File: config.mk
export PLATFORM = sky130hd
export DESIGN_NAME = sdpll_bringup
export DESIGN_NICKNAME = d
export VERILOG_FILES = /design/src/rtl/sdpll_bringup.sv
export SDC_FILE = /design/constraint.sdc
export NUM_CORES = 1
export LEC_CHECK = 0
export ABC_AREA = 0
export BUFFER_PORTS_ARGS = -buffer_cell sky130_fd_sc_hd__buf_2
export CAP_MARGIN = 20
export CORE_UTILIZATION = 37
export CTS_CLUSTER_SIZE = 24
export DETAILED_ROUTE_END_ITERATION = 12
export PLACE_DENSITY_LB_ADDON = 0.08
export SYNTH_ARGS = -nofsm -noshare
export SYNTH_HDL_FRONTEND = slang
export SYNTH_SLANG_ARGS = --single-unit
File: constraint.sdc
create_clock -name clk -period 2.39 [get_ports clk]
set_clock_uncertainty 0.05 [all_clocks]
set_input_delay 0.478 -clock clk [delete_from_list [all_inputs] [get_ports clk]]
set_output_delay 0.478 -clock clk [all_outputs]
set_load 0.02 [all_outputs]
File: src/rtl/sdpll_bringup.sv
module sdpll_bringup #(
  parameter int SETTLE_CYC = 2,
  parameter int TMO_CYC    = 1000
) (
  input  logic clk,
  input  logic rst,
  input  logic start_i,
  input  logic disable_i,
  input  logic busy_i,
  input  logic lock_i,
  input  logic link_ok_i,
  output logic pclk_en_o,
  output logic pll_rel_o,
  output logic pll_go_o,
  output logic lcd_en_o,
  output logic done_o,
  output logic err_o
);
  localparam int MAXC = (TMO_CYC > SETTLE_CYC) ? TMO_CYC : SETTLE_CYC;
  localparam int CW   = $clog2(MAXC + 1);

  typedef enum logic [3:0] {
    S_IDLE, S_REL, S_SETTLE, S_BUSY, S_LOCK, S_LINK, S_UP,
    S_UNW_LCD, S_UNW_REL, S_UNW_CLK, S_DIS_CLK, S_DIS_REL
  } state_t;

  state_t        st;
  logic [CW-1:0] cnt;
  logic          expired, can_dis;

  assign expired = (cnt == CW'(TMO_CYC - 1));
  assign can_dis = st inside {S_REL, S_SETTLE, S_BUSY, S_LOCK, S_LINK, S_UP};

  always_ff @(posedge clk) begin
    if (rst) begin
      st <= S_IDLE; cnt <= '0;
      pclk_en_o <= 1'b0; pll_rel_o <= 1'b0; pll_go_o <= 1'b0;
      lcd_en_o <= 1'b0; done_o <= 1'b0; err_o <= 1'b0;
    end else begin
      case (st)
        S_IDLE: if (start_i) begin
          pclk_en_o <= 1'b1; done_o <= 1'b0; err_o <= 1'b0; st <= S_REL;
        end
        S_REL: begin pll_rel_o <= 1'b1; cnt <= '0; st <= S_SETTLE; end
        S_SETTLE:
          if (cnt == CW'(SETTLE_CYC - 1)) begin
            pll_go_o <= 1'b1; cnt <= '0; st <= S_BUSY;
          end else cnt <= cnt + 1'b1;
        S_BUSY:
          if (!busy_i) begin pll_go_o <= 1'b0; cnt <= '0; st <= S_LOCK; end
          else if (expired) begin pll_go_o <= 1'b0; st <= S_UNW_REL; end
          else cnt <= cnt + 1'b1;
        S_LOCK:
          if (lock_i) begin lcd_en_o <= 1'b1; cnt <= '0; st <= S_LINK; end
          else if (expired) st <= S_UNW_REL;
          else cnt <= cnt + 1'b1;
        S_LINK:
          if (link_ok_i) begin done_o <= 1'b1; st <= S_UP; end
          else if (expired) st <= S_UNW_LCD;
          else cnt <= cnt + 1'b1;
        S_UP: ;
        S_UNW_LCD: begin lcd_en_o <= 1'b0; st <= S_UNW_REL; end
        S_UNW_REL: begin pll_rel_o <= 1'b0; st <= S_UNW_CLK; end
        S_UNW_CLK: begin pclk_en_o <= 1'b0; err_o <= 1'b1; st <= S_IDLE; end
        S_DIS_CLK: begin pclk_en_o <= 1'b0; st <= S_DIS_REL; end
        S_DIS_REL: begin pll_rel_o <= 1'b0; st <= S_IDLE; end
        default: st <= S_IDLE;
      endcase
      if (disable_i && can_dis) begin
        lcd_en_o <= 1'b0; done_o <= 1'b0; pll_go_o <= 1'b0; st <= S_DIS_CLK;
      end
    end
  end

  p_go_after_rel_r3: assert property (@(posedge clk) disable iff (rst)
    $rose(pll_go_o) |-> $past(pll_rel_o) && pll_rel_o && pclk_en_o);

  p_lcd_needs_pll_r4: assert property (@(posedge clk) disable iff (rst)
    lcd_en_o |-> pll_rel_o && pclk_en_o && !pll_go_o);

  p_done_on_link_r5: assert property (@(posedge clk) disable iff (rst)
    $rose(done_o) |-> $past(link_ok_i) && lcd_en_o);

  p_done_err_excl_r5: assert property (@(posedge clk) disable iff (rst)
    !(done_o && err_o));

  p_err_clean_r6: assert property (@(posedge clk) disable iff (rst)
    $rose(err_o) |-> !pclk_en_o && !pll_rel_o && !pll_go_o && !lcd_en_o);

  p_err_sticky_r10: assert property (@(posedge clk) disable iff (rst)
    (err_o && !start_i) |=> err_o);
endmodule

# Word level (Yosys, flattened, before mapping)
# Index checks and enable logic that the tools add are counted.
[word_totals]
reg_bits = 20
elab_cells = 84
in_bits = 7
out_inout_bits = 6
[classes]
n_eq_ne = 24
muxes = 28
bitwise_logic = 1
reduce_logical = 21
n_addsub = 1
[ops]
columns = ["operator", "count"]
rows = [
  ["$mux W10", 5],
  ["$pmux W10 S5", 1],
  ["$pmux W4 S10", 1],
  ["$mux W4", 8],
  ["$eq A4 B3 Y1 const B", 4],
  ["$eq A4 B4 Y1 const B", 4],
  ["$pmux W1 S2", 6],
  ["$reduce_bool A2 Y1", 6],
  ["$add A10 B1 Y10 const B", 1],
  ["$eq A10 B1 Y1 const B", 1],
  ["$eq A10 B10 Y1 const B", 1],
  ["$ne A3 B3 Y1 const B", 3],
  ["$eq A4 B2 Y1 const B", 2],
  ["$ne A2 B2 Y1 const B", 4],
  ["$reduce_and A2 Y1", 4],
  ["$reduce_and A4 Y1", 2],
  ["$mux W1", 7],
  ["$reduce_and A3 Y1", 2],
  ["$reduce_bool A6 Y1", 1],
  ["$reduce_or A2 Y1", 3],
  ["$reduce_bool A5 Y1", 1],
  ["$eq A4 B1 Y1 const B", 1],
  ["$logic_not A4 Y1", 1],
  ["$ne A2 B1 Y1 const B", 2],
  ["4 further kinds", 4],
]

# Logic depth before layout (Yosys ltp)
[depth]
word_depth = 5
mapped_depth = 8
ltp_nobuf = 7

# Least setup slack after synthesis
# No wires, ideal clock.
[synth_path]
path_type = "register -> register"
startpoint = "reg cnt[0]"
endpoint = "reg st[2]"
t_required_ns = 2.252
path_buffers = 1
stages_incl_launch_ff = 8
synth_period_minus_slack_ns = 1.917
arrival_ns = 1.779
setup_slack_ns = 0.473
cell_sequence = "dfxtp_1 ha_1 nor4b_1 and3_1 buf_4 nor2_2 or4_4 o32ai_2"
[synth_via]
elab_chain_cells = 4
word_cells_on_any_way = 9
classes_between = "4 x eq/ne; 4 x mux; 1 x reduce/logical"
[synth_lines]
columns = ["element", "line", "source"]
rows = [
  ["start: declaration", "28", "logic [CW-1:0] cnt;"],
  ["start signal: assignment", "48", "end else cnt <= cnt + 1'b1;"],
  ["start signal: assignment", "52", "else cnt <= cnt + 1'b1;"],
  ["start signal: assignment", "56", "else cnt <= cnt + 1'b1;"],
  ["$eq A10 B10 Y1", "31", "assign expired = (cnt == CW'(TMO_CYC - 1));"],
  ["$mux W4", "-", ""],
  ["$mux W4, on equally long branches", "-", ""],
  ["$pmux W4 S10", "-", ""],
  ["end signal: assignment", "36", "st <= S_IDLE; cnt <= '0;"],
  ["end signal: assignment", "42", "pclk_en_o <= 1'b1; done_o <= 1'b0; err_o <= 1'b0; st <= S_REL;"],
  ["end signal: assignment", "44", "S_REL: begin pll_rel_o <= 1'b1; cnt <= '0; st <= S_SETTLE; end"],
  ["end: declaration", "27", "state_t st;"],
]
# Parallel ways exist; a longest one is shown, timed or not.
# A chain may end at the register's enable or synchronous reset.

# Worst setup path after layout
# Ends and elaborated chain as after synthesis.

==> impl_summary.log <==
INFO  metric track_usage = 19.74%
INFO  metric grt_first_pass_wirelength = between 6 and 7 mm
INFO  metric vias_per_cell = slightly below 6
INFO  metric synthesis.area_per_instance = 7.480 um2
INFO  metric fill_cells = roughly 370
INFO  metric final_core_util = between 40% and 50%
INFO  metric grtUsageMet2 = between 20 and 30%
INFO  metric tritoncts = built
INFO  metric final.min_clock_period = approximately 2.1 ns
INFO  metric status = finished clean
INFO  metric postSynthCellCount = between 150 and 200
INFO  metric layout_worst_path_cycle_share = about nine tenths
INFO  metric worstMarginPinSlew = roughly 0.64 ns
INFO  metric start_util = 40.12%
INFO  metric portBuffers = 12
INFO  metric pin_count_of_the_biggest_net_entering_global_routing = 16
INFO  metric design.die.area = 4009 um2
INFO  metric detail_route.drc_violations = 0
INFO  metric synth_edf_count = 0
INFO  metric nNetsFinal = 214
INFO  metric clock_path_buffers = 2
INFO  metric async_reset_ff_share = 0%
INFO  metric max-cap-violations = 0
INFO  metric post_cts_buffers = 0
INFO  metric gp_congestion = 0.8446
INFO  metric grt_setup_unrepaired = no
INFO  metric final_design_area_no_fill = around 1600 um2
INFO  metric cts_num_sinks = 20
INFO  metric critPathRequiredTime = approximately 2.5 ns
INFO  metric crit_path_top_delay_cell = or4_4
INFO  metric worst_slew_margin_rel = 57.60%
INFO  metric synth_top_flop_cell = dfxtp_1
INFO  metric cts_resized = 0
INFO  metric ctsHtreeMaxLevel = 1
INFO  metric core_region_area = around 3500 um2
INFO  metric post_synth_instance_area = approximately 1400 um2
INFO  metric top_usage_layer = met1
INFO  metric antenna_cells_inserted = 0
INFO  metric die_x = around 63 um
INFO  metric worst_ir_drop_vdd = about 0.38 mV
INFO  metric report.final.slew_viol_count = 0
INFO  metric wl_per_cell = 15.12 um
INFO  metric critical_path.max_fanout = 5
INFO  metric crit_type = reg2reg
INFO  metric cp_cell_sequence = ha_1 -> nor4b_1 -> and3_1 -> nor2_2 -> or4_4 -> o32ai_2
INFO  metric max_freq = approximately 470 MHz
INFO  metric postSynthNetCount = approximately 200
INFO  metric first_global_vias = around 1.3k
INFO  metric cts_hold_buf = 0
INFO  metric globalRoute.totalOverflow = 0
INFO  metric finalSetupTns = 0 ns
INFO  metric worstSetupStartpointType = register
INFO  metric dr_total_vias = 1477
INFO  metric cts.root.buffer_cell = clkbuf_8
INFO  metric floorplan.die.height = ~63 um
INFO  metric total_leakage_power = just under 0.0006 uW
INFO  metric numCtsBuffers = 3
INFO  metric power_density = 932.8 nW/um2
INFO  metric end_kind = register
INFO  metric detail-route-antenna-nets = 0
INFO  metric i_o_pins = 13
INFO  metric floorplan.rows = 21
INFO  metric clk-insertion-delay-late = 0.26 ns
INFO  metric synthesis.yosys.warnings = 0
INFO  metric clk_pin_slew = roughly 0.080 ns
INFO  metric global_route.usage.met1 = between 30% and 40%
INFO  metric post_synth_num_cell_types = 46
INFO  metric ys_seq_area_share = between 20% and 30%
INFO  metric hold_class = reg2reg
INFO  metric dpl.hpwl = about 2.8 mm
INFO  metric grt_use_met3 = 2.355%
INFO  metric drt_first_pass_iters = 4
INFO  metric initialDrtViolationCount = around 110
INFO  metric hold_viol_final = 0
INFO  metric slowest_delay = approximately 0.54 ns
INFO  metric antenna_found_initial = 0
INFO  metric area_growth = 14.75%
INFO  metric arrival = between 2 and 2.5 ns
INFO  metric detailed_place.area = between 1500 and 2000 um2
INFO  metric ys_ff_latch = 20
INFO  metric report.final.setup_viol = 0
INFO  metric route.final.wire_length = roughly 3.8 mm
INFO  metric layout-drive-gt1-share = around a fifth
==> sequential cells by signal, indices dropped and copies added, names as in the netlist <==
signal / cells
cnt: 10
st: 4
done_o: 1
err_o: 1
lcd_en_o: 1
pclk_en_o: 1
pll_go_o: 1
pll_rel_o: 1
==> placed cells by master, fill, tap and decap left out, types with 2 or more instances in the layout <==
cell	n
clkbuf_8	4
dfxtp_1	20
a22oi_1	3
nor3_1	7
o22ai_1	4
a31oi_1	6
inv_1	11
nand2_1	13
nand3_1	8
and4_4	2
and3_1	5
o32ai_2	3
buf_4	11
nor2_1	21
nand4_1	3
nor4b_1	2
buf_2	12
o31ai_1	2
a21oi_1	15
a2111oi_0	2
nand2b_1	3
a211oi_1	3
o21ai_0	15
ha_1	2
nor2b_1	7
==> final timing paths <==
path	endpoint	cells after the start	slack, ns	from
setup / recovery	st[2]	6	0.25	cnt[0]
hold / removal	pclk_en_o	2	0.40	pclk_en_o
setup reg to reg	st[2]	6	0.25	cnt[0]
hold reg to reg	pclk_en_o	2	0.40	pclk_en_o
==> cell type report <==
| type | count | area (um2) | share of cell area (%) |
|---|---|---|---|
| Clock buffer | 4 | 55.05 | 3.448 |
| Inverter | 11 | 41.29 | 2.586 |
| Tap cell | 46 | 57.56 | 3.605 |
| Sequential cell | 20 | 400.4 | 25.08 |
| Timing Repair Buffer | 23 | 142.6 | 8.934 |
| Multi-Input combinational cell | 146 | 899.6 | 56.35 |
==> worst max-delay path: cells and delay by family (launching register included) <==
family                     cells  cell delay (ns)
AOI/OAI and AO/OA              1             0.24
DFF                            1             0.41
adders and majority gates      1             0.17
and+or+nand+nor                4             1.20
==> routing by layer <==
layer	wire [um]	vias to the layer above
met1	1843	711
met4	14	0
met5	0	-
met3	211	2
li1	-	724
met2	1711	40
==> cell usage after synthesis (3+ instances only) <==
| cell type | number | area [um2] |
|---|---|---|
| clkbuf_1 | 3 | 11.26 |
| nor2b_1 | 7 | 43.79 |
| o21ai_0 | 15 | 75.07 |
| and3_1 | 5 | 31.28 |
| nand4_1 | 3 | 18.77 |
| a211oi_1 | 3 | 22.52 |
| a22oi_1 | 3 | 22.52 |
| nand2_1 | 13 | 48.80 |
| nand3_1 | 8 | 40.04 |
| dfxtp_1 | 20 | 400.4 |
| a21oi_1 | 15 | 75.07 |
| nor3_1 | 7 | 35.03 |
| nor2_1 | 21 | 78.83 |
| o22ai_1 | 4 | 25.02 |
| inv_1 | 11 | 41.29 |
| a31oi_1 | 6 | 37.54 |
| nand2b_1 | 3 | 18.77 |
| buf_2 | 4 | 20.02 |
| o32ai_2 | 3 | 48.80 |
==> kinds of logic after synthesis <==
family / synth area share, %
AOI/OAI and AO/OA: 32.37
adders and majority gates: 1.798
buffers and inverters: 6.565
DFF: 28.78
muxes: 0.7195
and+or+nand+nor: 29.77
==> power breakdown <==
| part | switching (uW) | total [uW] | internal (uW) |
|---|---|---|---|
| Combinational | 439 | 745 | 306 |
| Sequential | 102 | 480 | 378 |
| Clock | 118 | 265 | 147 |
| Total | 659 | 1490 | 831 |
==> per-stage QoR <==
stage                     total power, uW  hold slack, ns  worst slack (ns)  std cells
after floorplan                      1020          0.4101            0.4727        186
after global placement               1209          0.3840            0.3158        246
after detailed placement             1221          0.3880            0.3013        246
after CTS                            1490          0.4059            0.2612        250
after global routing                 1611          0.4276           0.08103        250
final                                1489          0.4021            0.2450        250
(Power assumes the default switching activity.)
